**src/rtl/ring_ptr_pkg.sv**
```systemverilog
package ring_ptr_pkg;
    localparam int REG_AW      = 5;
    localparam int DESC_SHIFT  = 5;
    localparam int DEPTH_SHIFT = 3;

    localparam int GATE_W      = 3;
    localparam int GATE_BASE   = 2;
    localparam int GATE_DEPTH  = 1;
    localparam int GATE_ENGPTR = 0;

    // register select is the word index of the byte address
    typedef enum logic [2:0] {
        SEL_BASE  = 3'd0,
        SEL_DEPTH = 3'd1,
        SEL_WPTR  = 3'd2,
        SEL_RPTR  = 3'd3,
        SEL_COUNT = 3'd4,
        SEL_AE    = 3'd5,
        SEL_AF    = 3'd6,
        SEL_GATE  = 3'd7
    } reg_sel_e;
endpackage

```
**src/rtl/ring_cfg_regs.sv**
```systemverilog
module ring_cfg_regs
    import ring_ptr_pkg::*;
#(
    parameter int DW    = 32,
    parameter int IDX_W = 10
) (
    input  logic              clk,
    input  logic              rst_n,
    input  logic              wr,
    input  reg_sel_e          sel,
    input  logic [DW-1:0]     wdata,
    output logic [DW-1:0]     base_q,
    output logic [IDX_W:0]    depth_cnt_q,
    output logic [IDX_W-1:0]  mask,
    output logic [IDX_W-1:0]  ae_th_q,
    output logic [IDX_W-1:0]  af_th_q,
    output logic [GATE_W-1:0] gate_q
);
    localparam int CNT_W = IDX_W + 1;
    localparam int TOP_L = DEPTH_SHIFT + CNT_W;

    logic [CNT_W-1:0] wr_cnt;
    logic             depth_ok;

    assign wr_cnt   = wdata[DEPTH_SHIFT +: CNT_W];
    assign depth_ok = (wdata[DEPTH_SHIFT-1:0] == '0) &&
                      (wdata[DW-1:TOP_L] == '0) &&
                      ($countones(wr_cnt) == 1) && !wr_cnt[0];

    // mask bit i is set when the count has a one above position i
    for (genvar i = 0; i < IDX_W; i++) begin : g_mask
        assign mask[i] = ((depth_cnt_q >> (i + 1)) != '0);
    end

    always_ff @(posedge clk or negedge rst_n) begin
        if (!rst_n) begin
            base_q      <= '0;
            depth_cnt_q <= CNT_W'(1) << IDX_W;
            ae_th_q     <= '0;
            af_th_q     <= '1;
            gate_q      <= '0;
        end else if (wr) begin
            unique case (sel)
                SEL_BASE:  if (gate_q[GATE_BASE]) base_q <= wdata;
                SEL_DEPTH: if (gate_q[GATE_DEPTH] && depth_ok) depth_cnt_q <= wr_cnt;
                SEL_AE:    ae_th_q <= wdata[IDX_W-1:0];
                SEL_AF:    af_th_q <= wdata[IDX_W-1:0];
                SEL_GATE:  gate_q  <= wdata[GATE_W-1:0];
                SEL_WPTR, SEL_RPTR, SEL_COUNT: ;
            endcase
        end
    end
endmodule

```
**src/rtl/ring_index.sv**
```systemverilog
module ring_index #(
    parameter int IDX_W = 10
) (
    input  logic             clk,
    input  logic             rst_n,
    input  logic             load,
    input  logic [IDX_W-1:0] load_idx,
    input  logic             adv,
    input  logic [IDX_W-1:0] mask,
    output logic [IDX_W-1:0] idx
);
    logic [IDX_W-1:0] idx_q;

    always_ff @(posedge clk or negedge rst_n) begin
        if (!rst_n)    idx_q <= '0;
        else if (load) idx_q <= load_idx & mask;
        else if (adv)  idx_q <= (idx_q + 1'b1) & mask;
    end

    assign idx = idx_q & mask;
endmodule

```
**src/rtl/ring_level.sv**
```systemverilog
module ring_level #(
    parameter int IDX_W = 10
) (
    input  logic [IDX_W-1:0] wr_idx,
    input  logic [IDX_W-1:0] rd_idx,
    input  logic [IDX_W-1:0] mask,
    input  logic [IDX_W-1:0] ae_th,
    input  logic [IDX_W-1:0] af_th,
    output logic [IDX_W-1:0] count,
    output logic             empty,
    output logic             full,
    output logic             aempty,
    output logic             afull
);
    always_comb begin
        count  = (wr_idx - rd_idx) & mask;
        empty  = (count == '0);
        full   = (count == mask);
        aempty = (count <= ae_th);
        afull  = (count >= af_th);
    end
endmodule

```
**src/rtl/ring_ptr_unit.sv**
```systemverilog
module ring_ptr_unit
    import ring_ptr_pkg::*;
#(
    parameter int DW          = 32,
    parameter int IDX_W       = 10,
    parameter bit SW_PRODUCER = 1'b1,
    localparam int PTR_W      = IDX_W + DESC_SHIFT
) (
    input  logic              clk,
    input  logic              rst_n,
    input  logic              reg_wr,
    input  logic [REG_AW-1:0] reg_addr,
    input  logic [DW-1:0]     reg_wdata,
    output logic [DW-1:0]     reg_rdata,
    input  logic              eng_adv,
    output logic [PTR_W-1:0]  eng_ptr,
    output logic [DW-1:0]     eng_desc_addr,
    output logic [IDX_W-1:0]  q_count,
    output logic              q_empty,
    output logic              q_full,
    output logic              q_aempty,
    output logic              q_afull
);
    reg_sel_e          sel;
    logic              wr_ok;
    logic [DW-1:0]     base_q;
    logic [IDX_W:0]    depth_cnt_q;
    logic [IDX_W-1:0]  mask;
    logic [IDX_W-1:0]  ae_th_q, af_th_q;
    logic [GATE_W-1:0] gate_q;
    logic [IDX_W-1:0]  w_idx, r_idx, eng_idx, load_idx;
    logic              w_load, r_load, w_adv, r_adv;

    assign sel      = reg_sel_e'(reg_addr[REG_AW-1:2]);
    assign wr_ok    = reg_wr && (reg_addr[1:0] == 2'b00);
    assign load_idx = reg_wdata[DESC_SHIFT +: IDX_W];

    ring_cfg_regs #(.DW(DW), .IDX_W(IDX_W)) u_cfg (
        .clk(clk), .rst_n(rst_n), .wr(wr_ok), .sel(sel), .wdata(reg_wdata),
        .base_q(base_q), .depth_cnt_q(depth_cnt_q), .mask(mask),
        .ae_th_q(ae_th_q), .af_th_q(af_th_q), .gate_q(gate_q)
    );

    // ownership variant: which pointer the engine moves and which one is gated
    if (SW_PRODUCER) begin : g_sw_prod
        assign w_load  = wr_ok && (sel == SEL_WPTR);
        assign w_adv   = 1'b0;
        assign r_load  = wr_ok && (sel == SEL_RPTR) && gate_q[GATE_ENGPTR];
        assign r_adv   = eng_adv && !q_empty;
        assign eng_idx = r_idx;
    end else begin : g_eng_prod
        assign w_load  = wr_ok && (sel == SEL_WPTR) && gate_q[GATE_ENGPTR];
        assign w_adv   = eng_adv && !q_full;
        assign r_load  = wr_ok && (sel == SEL_RPTR);
        assign r_adv   = 1'b0;
        assign eng_idx = w_idx;
    end

    ring_index #(.IDX_W(IDX_W)) u_widx (
        .clk(clk), .rst_n(rst_n), .load(w_load), .load_idx(load_idx),
        .adv(w_adv), .mask(mask), .idx(w_idx)
    );

    ring_index #(.IDX_W(IDX_W)) u_ridx (
        .clk(clk), .rst_n(rst_n), .load(r_load), .load_idx(load_idx),
        .adv(r_adv), .mask(mask), .idx(r_idx)
    );

    ring_level #(.IDX_W(IDX_W)) u_level (
        .wr_idx(w_idx), .rd_idx(r_idx), .mask(mask),
        .ae_th(ae_th_q), .af_th(af_th_q), .count(q_count),
        .empty(q_empty), .full(q_full), .aempty(q_aempty), .afull(q_afull)
    );

    assign eng_ptr       = {eng_idx, {DESC_SHIFT{1'b0}}};
    assign eng_desc_addr = base_q + DW'(eng_ptr);

    always_comb begin
        reg_rdata = '0;
        unique case (sel)
            SEL_BASE:  reg_rdata = base_q;
            SEL_DEPTH: reg_rdata = DW'({depth_cnt_q, {DEPTH_SHIFT{1'b0}}});
            SEL_WPTR:  reg_rdata = DW'({w_idx, {DESC_SHIFT{1'b0}}});
            SEL_RPTR:  reg_rdata = DW'({r_idx, {DESC_SHIFT{1'b0}}});
            SEL_COUNT: reg_rdata = DW'(q_count);
            SEL_AE:    reg_rdata = DW'(ae_th_q);
            SEL_AF:    reg_rdata = DW'(af_th_q);
            SEL_GATE:  reg_rdata = DW'(gate_q);
        endcase
    end
endmodule

```
**config.mk**
```make
export PLATFORM = sky130hd
export DESIGN_NAME = ring_ptr_unit
export DESIGN_NICKNAME = d
export VERILOG_FILES = /design/src/rtl/ring_ptr_pkg.sv /design/src/rtl/ring_cfg_regs.sv /design/src/rtl/ring_index.sv /design/src/rtl/ring_level.sv /design/src/rtl/ring_ptr_unit.sv
export SDC_FILE = /design/constraint.sdc
export NUM_CORES = 1
export LEC_CHECK = 0
export BUFFER_PORTS_ARGS = -buffer_cell sky130_fd_sc_hd__buf_2
export CELL_PAD_IN_SITES_DETAIL_PLACEMENT = 0
export CELL_PAD_IN_SITES_GLOBAL_PLACEMENT = 1
export CORE_UTILIZATION = 46
export CTS_CLUSTER_DIAMETER = 40
export DETAILED_ROUTE_END_ITERATION = 7
export PLACE_DENSITY = 0.83
export SLEW_MARGIN = 0
export SYNTH_ARGS = -nofsm -noshare
export SYNTH_HDL_FRONTEND = slang
export SYNTH_SLANG_ARGS = --single-unit
```
**constraint.sdc**
```tcl
create_clock -name clk -period 10.4 [get_ports clk]
set_clock_uncertainty 0.05 [all_clocks]
set_input_delay 1.04 -clock clk [delete_from_list [all_inputs] [get_ports clk]]
set_output_delay 1.04 -clock clk [all_outputs]
set_load 0.01 [all_outputs]
```
== Yosys cells after proc, flatten, opt, wreduce, memory -nomap -nowiden ==
Cells that the tools add are included.

* Output and inout bits: 93
* Flip-flop bits (word level): 86
* Bits in latches: 0
* ROM bits: 0
* Word-level logic and storage cells: 70
* Bits in writable memories: 0
* Memories: 0
* Input port bits: 41

* Magnitude comparators: 2
* Div/mod/pow operators: 0
* Multipliers: 0
* Equal/unequal tests: 9
* Add/subtract/negate cells: 13
* Shifts and indexed selects: 0
* Reductions and logical operators: 31
* Muxes and demuxes: 3
* Bitwise gates (word level): 5

{| class="wikitable"
|+ Operators by type and width
! cell !! number
|-
| 32-bit case mux with 8 select lines || 1
|-
| 32-bit adder || 4
|-
| 11-bit nonzero test || 9
|-
| 10-bit bitwise AND || 5
|-
| 32-bit by 1-bit adder with 32-bit output || 1
|-
| 32-bit by 15-bit adder with 32-bit output || 1
|-
| 32-bit by 2-bit == test with 1-bit output, second input constant || 1
|-
| 10-bit two-way mux || 2
|-
| 18-bit zero test || 1
|-
| 3-bit == test, second input constant || 4
|-
| 1-bit by 1-bit adder with 2-bit output || 5
|-
| 10-bit by 1-bit adder with 10-bit output, second input constant || 1
|-
| 10-bit == test || 1
|-
| 10-bit greater-or-equal comparator || 1
|-
| 10-bit less-or-equal comparator || 1
|-
| 10-bit zero test || 1
|-
| 10-bit subtractor || 1
|-
| 1-bit logical AND || 9
|-
| 3-bit by 2-bit == test with 1-bit output, second input constant || 2
|-
| 3-bit zero test || 2
|-
| 2-bit AND reduction || 3
|-
| 3-bit AND reduction || 2
|-
| 3-bit by 1-bit == test with 1-bit output, second input constant || 1
|-
| 1-bit zero test || 2
|-
| 2 further kinds || 2
|}

== Depth between registers and ports, before layout ==
Gate-level depths: netlist of run 1.

* Depth after elaboration: 9
* Gate-level depth with buffers: 18
* Mapped depth without buffers: 16

== Modules after synthesis ==
Synthesis of run 1 repeated with hierarchy kept, for this count alone.

* Cells, all modules: 768
* Area, all modules: 7,221.9 µm²

{| class="wikitable"
|+ Modules (own cells, without submodules)
! module !! area each (µm²) !! instances !! cells each !! seq. area each (µm²)
|-
| ring_cfg_regs || 2,813.9 || 1 || 190 || 1,665.3
|-
| ring_ptr_unit || 1,637.8 || 1 || 227 || 0.0
|-
| ring_index || 788.3 || 2 || 91 || 250.2
|-
| ring_level || 1,193.6 || 1 || 169 || 0.0
|}

== Worst setup path before layout of run 1 ==
Ideal clock, no wire load.

* Path kind: reg-to-output
* From: reg u_cfg.depth_cnt_q[10]
* To: out q_aempty
* Slack: 5,066 ps
* Stages on the path, launching flop included: 17
* Data required time: 9,310 ps
* Path buffers: 1
* Data arrival time: 4,244 ps
* Cell sequence: dfstp_2 > buf_2 > nor3_1 > nand3b_1 > o21ai_0 > ha_1 > inv_1 > fa_1 > a211oi_1 > nor2_1 > nor3_1 > ha_1 > o21a_1 > o21a_1 > o21ai_0 > a21oi_1 > o31ai_1

* Word-level cells in the longest chain between the ends: 5
* Elaborated cells on any way between the ends: 14
* Classes of those cells: add/sub: 1; order compare: 1; bitwise: 3; reduce/logical: 9

{| class="wikitable"
|+ Ends and longest elaborated chain
! what !! line !! RTL
|-
| start, declared || ring_cfg_regs.sv:13 || <nowiki>output logic [IDX_W:0] depth_cnt_q,</nowiki>
|-
| start signal, assigned || ring_cfg_regs.sv:38 || <nowiki>depth_cnt_q <= CNT_W'(1) << IDX_W;</nowiki>
|-
| start signal, assigned || ring_cfg_regs.sv:45 || <nowiki>SEL_DEPTH: if (gate_q[GATE_DEPTH] && depth_ok) depth_cnt_q <= wr_cnt;</nowiki>
|-
| 11-bit nonzero test || ring_cfg_regs.sv:32 || <nowiki>assign mask[i] = ((depth_cnt_q >> (i + 1)) != '0);</nowiki>
|-
| 10-bit bitwise AND || ring_index.sv:20 || <nowiki>assign idx = idx_q & mask;</nowiki>
|-
| 10-bit subtractor || ring_level.sv:16 || <nowiki>count = (wr_idx - rd_idx) & mask;</nowiki>
|-
| 10-bit bitwise AND (*) || ring_level.sv:16 ||
|-
| named net q_count[4] || ring_ptr_unit.sv:18 || <nowiki>output logic [IDX_W-1:0] q_count,</nowiki>
|-
| 10-bit less-or-equal comparator (*) || ring_level.sv:19 || <nowiki>aempty = (count <= ae_th);</nowiki>
|-
| end, declared || ring_ptr_unit.sv:21 || <nowiki>output logic q_aempty,</nowiki>
|}

The timed path passes the listed nets; every way through them passes the cells marked *.

== Worst setup path after layout of run 1 ==
* From: reg u_cfg.depth_cnt_q[9]
* To: out q_aempty

* Word-level cells in the longest chain between the ends: 5
* Elaborated cells on any way between the ends: 14
* Classes of those cells: add/sub: 1; order compare: 1; bitwise: 3; reduce/logical: 9

{| class="wikitable"
|+ Ends and longest elaborated chain
! what !! line
|-
| 11-bit nonzero test || ring_cfg_regs.sv:32
|-
| 10-bit bitwise AND || ring_index.sv:20
|-
| 10-bit subtractor || ring_level.sv:16
|-
| 10-bit bitwise AND (*) || ring_level.sv:16
|-
| 10-bit less-or-equal comparator (*) || ring_level.sv:19
|}

Every way passes the cells marked *; elsewhere a longest branch is shown, timed or not.

==> results of run 1 <==
## metrics by stage
| step | setup slack (ns) | hold slack [ns] | util | power [mW] | instance area, um^2 |
|---|---|---|---|---|---|
| after floorplan | 5.07 | 0.392 | - | 0.516 | 6920 |
| after global placement | 4.55 | 0.415 | 0.522 | 0.578 | 7620 |
| final | 3.73 | 0.444 | 0.544 | 0.923 | 7930 |
| after global routing | 3.34 | 0.461 | 0.544 | 0.965 | 7930 |
| after detailed placement | 4.24 | 0.428 | 0.522 | 0.587 | 7620 |
| after CTS | 3.82 | 0.448 | 0.544 | 0.931 | 7930 |
## report_power, final
group | switching, mW | internal [mW] | total, mW
clock network | 0.141 | 0.200 | 0.342
logic | 0.0998 | 0.0879 | 0.188
registers | 0.0261 | 0.368 | 0.394
## Yosys cell counts, drive strengths merged (3+ instances only)
master   number  area (um^2)
o21ai        41          209
and2         17          109
a22oi         4         30.0
nand4b        3         26.3
and3         28          175
a211o         3         26.3
o22a          4         35.0
a21oi        36          180
nand4         7         43.8
or3           7         48.8
nor4b         3         41.3
ha           49          613
nor3         10         50.1
o211ai        6         45.0
clkbuf       25         93.8
inv          61          229
nand2b       10         62.6
nor2         47          176
fa            8          160
a21o          6         45.0
dfrtp        75         1880
nand2        61          229
buf          17          123
nand3        18         95.1
mux4          4         90.1
o21a         10         75.1
o22ai         4         25.0
mux2i         4         52.6
a22o          7         61.3
nor3b         3         22.5
a221oi        3         26.3
xor2         14          123
xnor2        16          140
o21bai        3         22.5
or4           4         33.8
a2111oi       3         45.1
a31oi         5         31.3
a211oi        6         45.0
dfstp        11          289
nor4          6         37.5
nor2b        12         75.1
or2           5         33.8
mux2         68          766
## layout make-up
type | instances | area [um^2] | share of cell area
Inverter | 61 | 229 | 0.0289
Timing Repair Buffer | 133 | 681 | 0.0858
Multi-Input combinational cell | 571 | 4310 | 0.544
Clock buffer | 12 | 256 | 0.0323
Clock inverter | 4 | 55.1 | 0.00694
Sequential cell | 86 | 2170 | 0.273
Tap cell | 184 | 230 | 0.0290
## registers in the layout (all words and copies together), names as in the netlist
name               flops
u_cfg.af_th_q         10
u_ridx.idx_q          10
u_cfg.gate_q           3
u_widx.idx_q          10
u_cfg.depth_cnt_q     11
u_cfg.ae_th_q         10
u_cfg.base_q          32
## layer usage
metal / global-route usage / share of wire / vias to the layer above
met5: 0 / 0 / -
met4: 0.0985 / 0.027 / 0
met3: 0.0631 / 0.064 / 45
met2: 0.466 / 0.48 / 228
met1: 0.361 / 0.43 / 3047
li1: - / - / 2889
## final timing paths
check,from,slack [ns],to
min reg2reg,u_widx.idx_q[4]$_DFFE_PN0P_,0.44,u_widx.idx_q[4]$_DFFE_PN0P_
min in group asynchronous,rst_n,0.59,u_widx.idx_q[2]$_DFFE_PN0P_
max reg2reg,u_cfg.depth_cnt_q[9]$_DFFE_PN0P_,4.71,u_ridx.idx_q[9]$_DFFE_PN0P_
max,u_cfg.depth_cnt_q[9]$_DFFE_PN0P_,3.73,q_aempty
min,u_widx.idx_q[4]$_DFFE_PN0P_,0.44,u_widx.idx_q[4]$_DFFE_PN0P_
max in group asynchronous,rst_n,8.67,u_cfg.depth_cnt_q[5]$_DFFE_PN0P_
## kinds of logic after synthesis
family	Yosys count	share of synthesized area
xor gates and xnor gates	30	0.0380
DFF	86	0.313
adders and majority gates	57	0.112
buffers and inverters	103	0.0645
other	1	0.000543
muxes	76	0.131
AOI/OAI and AO/OA	161	0.157
and+or+nand+nor	242	0.183
## cell usage in the layout (no fill, tap or decap), drive strengths merged, types with 7 or more instances in the layout
| master | n |
|---|---|
| nand2b | 10 |
| inv | 61 |
| ha | 49 |
| buf | 133 |
| o21a | 10 |
| and2 | 17 |
| nor2 | 47 |
| and3 | 28 |
| nand3 | 18 |
| nor2b | 12 |
| mux2 | 68 |
| nor3 | 10 |
| nand2 | 61 |
| or3 | 7 |
| xor2 | 14 |
| dfrtp | 75 |
| a21oi | 36 |
| nand4 | 7 |
| dfstp | 11 |
| a22o | 7 |
| o21ai | 41 |
| xnor2 | 16 |
| fa | 8 |
| clkbuf | 12 |
## worst reg2reg max path, cell delays in order (launching register included)
cell and delay [ns]:
dfrtp_1 0.42, nor3_1 0.66, nand3b_1 0.42, o21ai_0 0.32
ha_1 0.21, inv_1 0.05, fa_1 0.40, xor2_1 0.25
a2111oi_0 0.75, a21oi_1 0.19, a2111oi_4 0.44, nand3_2 0.16
o21ai_2 0.69, nor4_1 0.15, or3_1 0.40
==> results_dict.tcl, run 1 <==
set metrics [dict create \
    cap_violations 0 \
    clk_path_buf_depth 2 \
    worst_path_max_delay_cell "nor3_1" \
    drt_iter0_drc 378 \
    ir_worst_vdd_uv 95.9 \
    pwr_density_cell_nw_per_um2 116 \
    tightest_slew_ns 1.08 \
    antenna_found_initial 0 \
    dieArea_um2 15500 \
    path_max_fanout 9 \
    fill_cells 1344 \
    syn_inst 756 \
    post-cts-setup-buffers 0 \
    place.gp.congestion 0.924 \
    fin_crit_ns 6.67 \
    grt-ovfl-total 0 \
    synth_area_um2 6910 \
    initial_utilization 0.474 \
    finalCritPeriodShare 0.641 \
    core_um2 14600 \
    max_freq_ghz 0.150 \
    pin_count 134 \
    dpl.hpwl_mm 16.3 \
    ys_seq_area_frac 0.313 \
    drc 0 \
    r2r_cells 14 \
    grt_use_total 0.282 \
    min_path_cells 2 \
    critical_path_buf_inv_count 2 \
    post_cts_resize_count 0 \
    htree_levels 3 \
    rsz0062_at_grt "false" \
    grt_max_degree 52 \
    area_growth_syn_to_layout_pct 14.8 \
    slew_headroom 0.271 \
    grt_pass1_vias 6318 \
    placed_cells_incl_taps 1035 \
    cts.clk_slew.worst_paths_ns 0.06 \
    slew_violations 0 \
    slowest_delay_ns 0.88 \
    worstSetupStartpointType "flip-flop" \
    cts-buffers-inserted 9 \
    cts.sinks 86 \
    synth-edff-count 0 \
    grt_pass1_wl_mm 33.9 \
    vias 6209 \
    core.rowCount 44 \
    vias_per_cell 5.91 \
    min_path_type "flip-flop to flip-flop" \
    worstPathCellList "nor3_1 > nand3b_1 > o21ai_0 > ha_1 > inv_1 > fa_1 > a211oi_1 > nor2_1 > nor3_1 > ha_1 > o21a_1 > o21a_1 > o21ai_0 > a21oi_1 > o31ai_1 > buf_2" \
    hold_viol 0 \
    wirelength_mm 21.4 \
    worstSkewPairLatency_ns 0.36 \
    power_leakage_nw 4.10 \
    ys.flop_type "dfrtp_1" \
    yosysWarnings 0 \
    final.setup.tns_ns 0 \
    arrival_ns 5.58 \
    critical_path.endpoint_type "output pin" \
    syn_avg_cell_area_um2 9.14 \
    cp.depth 16 \
    dieWidth_um 125 \
    layout.nets 960 \
    synth.distinct_cells 72 \
    path_class "flip-flop to output pin" \
    ant_nets 0 \
    ctsHoldBuffers 0 \
    fin_cells 1051 \
    cts_tree "built" \
    finalSetupViolations 0 \
    io_buffers 128 \
    drive_gt1_frac 0.284 \
    synth-seq-cells 86 \
    outcome "finished clean" \
    cp.required_ns 9.31 \
    async_flop_share 1.00 \
    antenna_cells 0 \
    dr.pass1.iters 5 \
    path_delay_family "simple AND/OR/NAND/NOR gates" \
    wire_per_inst_um 20.4 \
    die_y_um 125 \
    cts-root-buf "clkbuf_16" \
]
Note: power is estimated with default switching activity, not from simulation.
==> run 2, diff against run 1 <==
--- a/config.mk
+++ b/config.mk
@@ -8,10 +8,10 @@
 export BUFFER_PORTS_ARGS = -buffer_cell sky130_fd_sc_hd__buf_2
 export CELL_PAD_IN_SITES_DETAIL_PLACEMENT = 0
 export CELL_PAD_IN_SITES_GLOBAL_PLACEMENT = 1
-export CORE_UTILIZATION = 46
+export CORE_UTILIZATION = 43
 export CTS_CLUSTER_DIAMETER = 40
 export DETAILED_ROUTE_END_ITERATION = 7
-export PLACE_DENSITY = 0.83
+export PLACE_DENSITY = 0.78
 export SLEW_MARGIN = 0
 export SYNTH_ARGS = -nofsm -noshare
 export SYNTH_HDL_FRONTEND = slang
==> constraint.sdc (replaced) <==
create_clock -name clk -period 6.8 [get_ports clk]
set_clock_uncertainty 0.05 [all_clocks]
set_input_delay 0.68 -clock clk [delete_from_list [all_inputs] [get_ports clk]]
set_output_delay 0.68 -clock clk [all_outputs]
set_load 0.01 [all_outputs]
==> results_dict.tcl, run 2 (synthesis results as in run 1) <==
set metrics [dict create \
    top_register "u_cfg.base_q" \
    grt_use_total 0.270 \
    pin_count 134 \
    post-route-util 0.514 \
    cts.sinks 86 \
    swShare 0.305 \
    path_common_cell "o21ai_0" \
    power_leakage_nw 4.08 \
    finalCritPeriodShare 0.899 \
    tightest_slew_ns 0.999 \
    place.gp.congestion 0.969 \
    slowest_delay_ns 0.94 \
    path_delay_family "compound AO/OA/AOI/OAI gates" \
    post-cts-setup-buffers 0 \
    dieArea_um2 16600 \
    vias 6302 \
    layout_setup_ws_ns 0.686 \
    clock_power_share 0.349 \
    r2r-start "u_cfg.depth_cnt_q[10]$_DFFE_PN1P_" \
    dieWidth_um 129 \
    core.rowCount 45 \
    core_um2 15400 \
    final_cell_mix "buf_2, dfrtp_1, mux2_2" \
    clk_path_buf_depth 2 \
    crit_start "u_cfg.depth_cnt_q[10]$_DFFE_PN1P_" \
    worstSkewPairLatency_ns 0.35 \
    ir_worst_vdd_uv 130 \
    dpl.hpwl_mm 16.3 \
    layout.nets 960 \
    path_class "flip-flop to output pin" \
    place_area_um2 7650 \
    grt-ovfl-total 0 \
    drt_iter0_drc 519 \
    finalSetupViolations 0 \
    design_area_um2 7930 \
    outcome "finished clean" \
    pwr_density_cell_nw_per_um2 172 \
    arrival_ns 5.38 \
    cts_tree "built" \
    r2r_cells 14 \
    path_max_fanout 11 \
    worstSetupStartpointType "flip-flop" \
    grt_max_degree 61 \
    timing.hold.ws_ns 0.206 \
    cts.clk_slew.worst_paths_ns 0.07 \
    die_y_um 129 \
    max_freq_ghz 0.164 \
    worstPathCellList "nor3_1 > nand3_1 > nand2_1 > inv_1 > ha_1 > nor2b_1 > o21ai_0 > a21boi_0 > o21ai_0 > a2111oi_0 > a21oi_1 > nor2_1 > xor2_1 > buf_2" \
    cp.depth 14 \
    vias_per_cell 5.85 \
    crit_end "eng_desc_addr[25]" \
    area_growth_syn_to_layout_pct 14.7 \
    grt_pass1_vias 6200 \
    fin_crit_ns 6.11 \
    r2r_end "u_ridx.idx_q[9]$_DFFE_PN0P_" \
    seqPwrFrac 0.440 \
    cap_violations 0 \
    p_int_mw 0.947 \
    min_path_type "primary input to asynchronous set/reset pin" \
    combPwrFrac 0.211 \
    drc 0 \
    cts-buffers-inserted 9 \
    p_sw_mw 0.416 \
    final_common_cell "buf_2" \
    antenna_found_initial 0 \
    critical_path_buf_inv_count 2 \
    wirelength_mm 21.4 \
    drive_gt1_frac 0.284 \
    r2r_slack_ns 1.59 \
    initial_utilization 0.448 \
    io_buffers 128 \
    slew_headroom 0.317 \
    slew_violations 0 \
    rsz0062_at_grt "false" \
    hold_viol 0 \
    worst_path_max_delay_cell "a2111oi_0" \
    dr.pass1.iters 5 \
    critical_path.endpoint_type "output pin" \
    final.setup.tns_ns 0 \
    largest_reg_flops 32 \
    reg_top3 "u_cfg.base_q: 32 flops, u_cfg.depth_cnt_q: 11 flops" \
    wire_per_inst_um 19.9 \
    cts-root-buf "clkbuf_16" \
    place_ws_ns 1.22 \
    ctsHoldBuffers 0 \
    htree_levels 3 \
    ant_nets 0 \
    post_cts_resize_count 0 \
    antenna_cells 0 \
    cp.required_ns 6.07 \
    grt_pass1_wl_mm 33.9 \
]
-- run 2: changes by cell type in the layout (fill, tap and decap cells not counted) --
cell and delta:
clkinv_4 -2, clkbuf_8 -2, clkinv_2 +1, inv_6 +2, clkinvlp_4 +2, bufinv_16 -1
-- run 2: worst register-to-register path: cells and delay by family (launching register included) --
kind                     cells  cell delay (ns)
AO/OA/AOI/OAI                5             2.06
adder cells (fa/ha/maj)      2             0.59
AND/OR/NAND/NOR              5             1.66
flip-flops                   1             0.43
buffers and inverters        1             0.05
XOR/XNOR                     1             0.25
-- run 2: worst min path at each step --
| stage | endpoint | slack [ns] | depth (start not counted) |
|---|---|---|---|
| 2_1_floorplan | u_cfg.ae_th_q[0]$_DFFE_PN0P_ | 0.33 | 0 |
| 3_3_place_gp | u_widx.idx_q[1]$_DFFE_PN0P_ | 0.41 | 2 |
| 3_5_place_dp | u_widx.idx_q[7]$_DFFE_PN0P_ | 0.42 | 2 |
| 4_1_cts | u_widx.idx_q[5]$_DFFE_PN0P_ | 0.22 | 1 |
| 5_1_grt | u_widx.idx_q[5]$_DFFE_PN0P_ | 0.23 | 1 |
| 6_report | u_widx.idx_q[4]$_DFFE_PN0P_ | 0.21 | 1 |
-- run 2: power by group through the flow --
stage / clock, mW / sequential (mW) / combinational (mW)
2_1_floorplan: 0 / 0.596 / 0.193
3_3_place_gp: 0 / 0.606 / 0.278
3_5_place_dp: 0 / 0.609 / 0.286
4_1_cts: 0.486 / 0.600 / 0.288
5_1_grt: 0.506 / 0.606 / 0.322
6_report: 0.475 / 0.600 / 0.287
-- run 2: through the flow --
step | instances | power (mW)
final | 1078 | 1.36
after global routing | 1078 | 1.43
after CTS | 1078 | 1.37
after detailed placement | 1062 | 0.896
after global placement | 1062 | 0.884
after floorplan | 760 | 0.789
-- run 2: final cells by class --
cell class	count	area, um^2
clock buffer	10	229
inverter	61	229
clock inverter	6	45.0
sequential	86	2170
tap	211	264
multi-input combinational	571	4310
fill	1473	7500
timing repair buffer	133	681
-- run 2: layer usage --
layer / GRT usage / vias to the layer above / part of all wire
met4: 0.0796 / 0 / 0.019
met3: 0.0378 / 35 / 0.052
met2: 0.433 / 200 / 0.48
li1: - / 2893 / -
met1: 0.379 / 3174 / 0.45
met5: 0 / - / 0
==> run 3, diff against run 2 <==
--- a/config.mk
+++ b/config.mk
@@ -8,10 +8,11 @@
 export BUFFER_PORTS_ARGS = -buffer_cell sky130_fd_sc_hd__buf_2
 export CELL_PAD_IN_SITES_DETAIL_PLACEMENT = 0
 export CELL_PAD_IN_SITES_GLOBAL_PLACEMENT = 1
-export CORE_UTILIZATION = 43
+export CORE_UTILIZATION = 44
+export CTS_BUF_LIST = sky130_fd_sc_hd__clkbuf_4
 export CTS_CLUSTER_DIAMETER = 40
 export DETAILED_ROUTE_END_ITERATION = 7
-export PLACE_DENSITY = 0.78
+export PLACE_DENSITY = 0.79
 export SLEW_MARGIN = 0
 export SYNTH_ARGS = -nofsm -noshare
 export SYNTH_HDL_FRONTEND = slang
==> results_dict.tcl, run 3 (synthesis results as in run 1) <==
set metrics [dict create \
    r2r_cells 14 \
    r2r_end "u_ridx.idx_q[9]$_DFFE_PN0P_" \
    use_met1 0.388 \
    cap_violations 0 \
    min_path_type "primary input to asynchronous set/reset pin" \
    core_um2 15300 \
    busiest_layer "met2" \
    final_common_cell "buf_2" \
    die_y_um 127 \
    initial_utilization 0.453 \
    r2r-start "u_cfg.depth_cnt_q[5]$_DFFE_PN0P_" \
    wire_per_inst_um 19.8 \
    ctsHoldBuffers 0 \
    place.gp.congestion 0.990 \
    post-cts-setup-buffers 0 \
    pin_count 134 \
    arrival_ns 5.35 \
    grt-ovfl-total 0 \
    crit_start "u_cfg.depth_cnt_q[10]$_DFFE_PN1P_" \
    outcome "finished clean" \
    post-route-util 0.514 \
    path_delay_family "compound AO/OA/AOI/OAI gates" \
    cts-root-buf "clkbuf_4" \
    cp.required_ns 6.07 \
    final.setup.tns_ns 0 \
    drive_gt1_frac 0.285 \
    grt_use_total 0.271 \
    ir_worst_vdd_uv 108 \
    cts_tree "built" \
    cts.sinks 86 \
    layout.nets 961 \
    worstSetupStartpointType "flip-flop" \
    rsz0062_at_grt "false" \
    cts.clk_slew.worst_paths_ns 0.15 \
    dr.pass1.iters 5 \
    worstPathCellList "or3_1 > nor4b_4 > nor2b_1 > ha_1 > inv_1 > fa_1 > nor2b_1 > o21ai_0 > a21boi_0 > o21ai_0 > a2111oi_0 > a21oi_1 > nor2_1 > xor2_1 > buf_2" \
    grt_pass1_vias 5963 \
    slew_violations 0 \
    top_register "u_cfg.base_q" \
    placed_cells_incl_taps 1063 \
    vias 6206 \
    drc 0 \
    dpl.hpwl_mm 16.6 \
    grtUsageMet2 0.425 \
    use_met3 0.0473 \
    wirelength_mm 21.4 \
    core.rowCount 45 \
    path_max_fanout 11 \
    fin_crit_ns 6.08 \
    r2r_slack_ns 1.58 \
    place_ws_ns 1.36 \
    layout_setup_ws_ns 0.718 \
    tightest_slew_ns 1.00 \
    pwr_density_cell_nw_per_um2 163 \
    grt_max_degree 52 \
    ant_nets 0 \
    max_freq_ghz 0.164 \
    critical_path_buf_inv_count 2 \
    hold_viol 0 \
    power_leakage_nw 4.05 \
    antenna_found_initial 1 \
    largest_reg_flops 32 \
    worst_path_max_delay_cell "a2111oi_0" \
    final_cell_mix "buf_2, dfrtp_1, mux2_2" \
    clk_path_buf_depth 2 \
    path_class "flip-flop to output pin" \
    htree_levels 3 \
    power_mw 1.28 \
    slowest_delay_ns 0.93 \
    dieWidth_um 127 \
    area_growth_syn_to_layout_pct 13.6 \
    critical_path.endpoint_type "output pin" \
    finalSetupViolations 0 \
    fin_cells 1080 \
    drt_iter0_drc 475 \
    vias_per_cell 5.75 \
    worstSkewPairLatency_ns 0.47 \
    reg_top3 "u_cfg.base_q: 32 flops, u_cfg.depth_cnt_q: 11 flops" \
    finalCritPeriodShare 0.894 \
    dieArea_um2 16200 \
    grt_pass1_wl_mm 33.5 \
    slew_headroom 0.316 \
    cts-buffers-inserted 9 \
    post_cts_resize_count 0 \
    io_buffers 128 \
]
[run 3: worst max path at each step]
stage,endpoint,cells after the start
after floorplan,q_aempty,16
after global placement,eng_desc_addr[27],15
after detailed placement,eng_desc_addr[31],15
after CTS,eng_desc_addr[31],15
after global routing,eng_desc_addr[19],15
final,eng_desc_addr[19],15
[run 3: worst register-to-register path, stage by stage (launching register included)]
cell and delay [ns]:
dfrtp_1 0.47, nor4_1 0.58, nand3b_1 0.35, o21ai_0 0.27, ha_1 0.19, inv_1 0.05
fa_1 0.41, xor2_1 0.24, a2111oi_0 0.60, a21oi_1 0.15, a2111oi_4 0.41, nand3_2 0.14
o21ai_2 0.67, nor4_1 0.15, or3_1 0.39
[run 3: power by group]
group | internal (mW) | leakage, nW | switching, mW
registers | 0.562 | 1.14 | 0.0394
logic | 0.134 | 2.82 | 0.151
clock network | 0.187 | 0.0946 | 0.204
[run 3: final cells by class]
cell class	instances	area, um^2
Inverter	61	229
Clock inverter	7	119
Tap cell	211	264
Clock buffer	9	67.6
Sequential cell	86	2170
Multi-Input combinational cell	571	4310
Fill cell	1477	7410
Antenna cell	1	2.50
Timing Repair Buffer	134	688
[run 3: per-layer routing]
| metal | routed length, um | vias up |
|---|---|---|
| met5 | 0 | - |
| met4 | 245 | 0 |
| met3 | 1360 | 18 |
| met2 | 10100 | 214 |
| met1 | 9720 | 3076 |
| li1 | - | 2898 |
[run 3: per-stage QoR]
| stage | hold WS [ns] | instance area (um^2) |
|---|---|---|
| detailed placement | 0.415 | 7660 |
| finish | 0.109 | 7850 |
| global route | 0.114 | 7850 |
| CTS | 0.0975 | 7850 |
| global placement | 0.406 | 7660 |
| floorplan | 0.334 | 6920 |
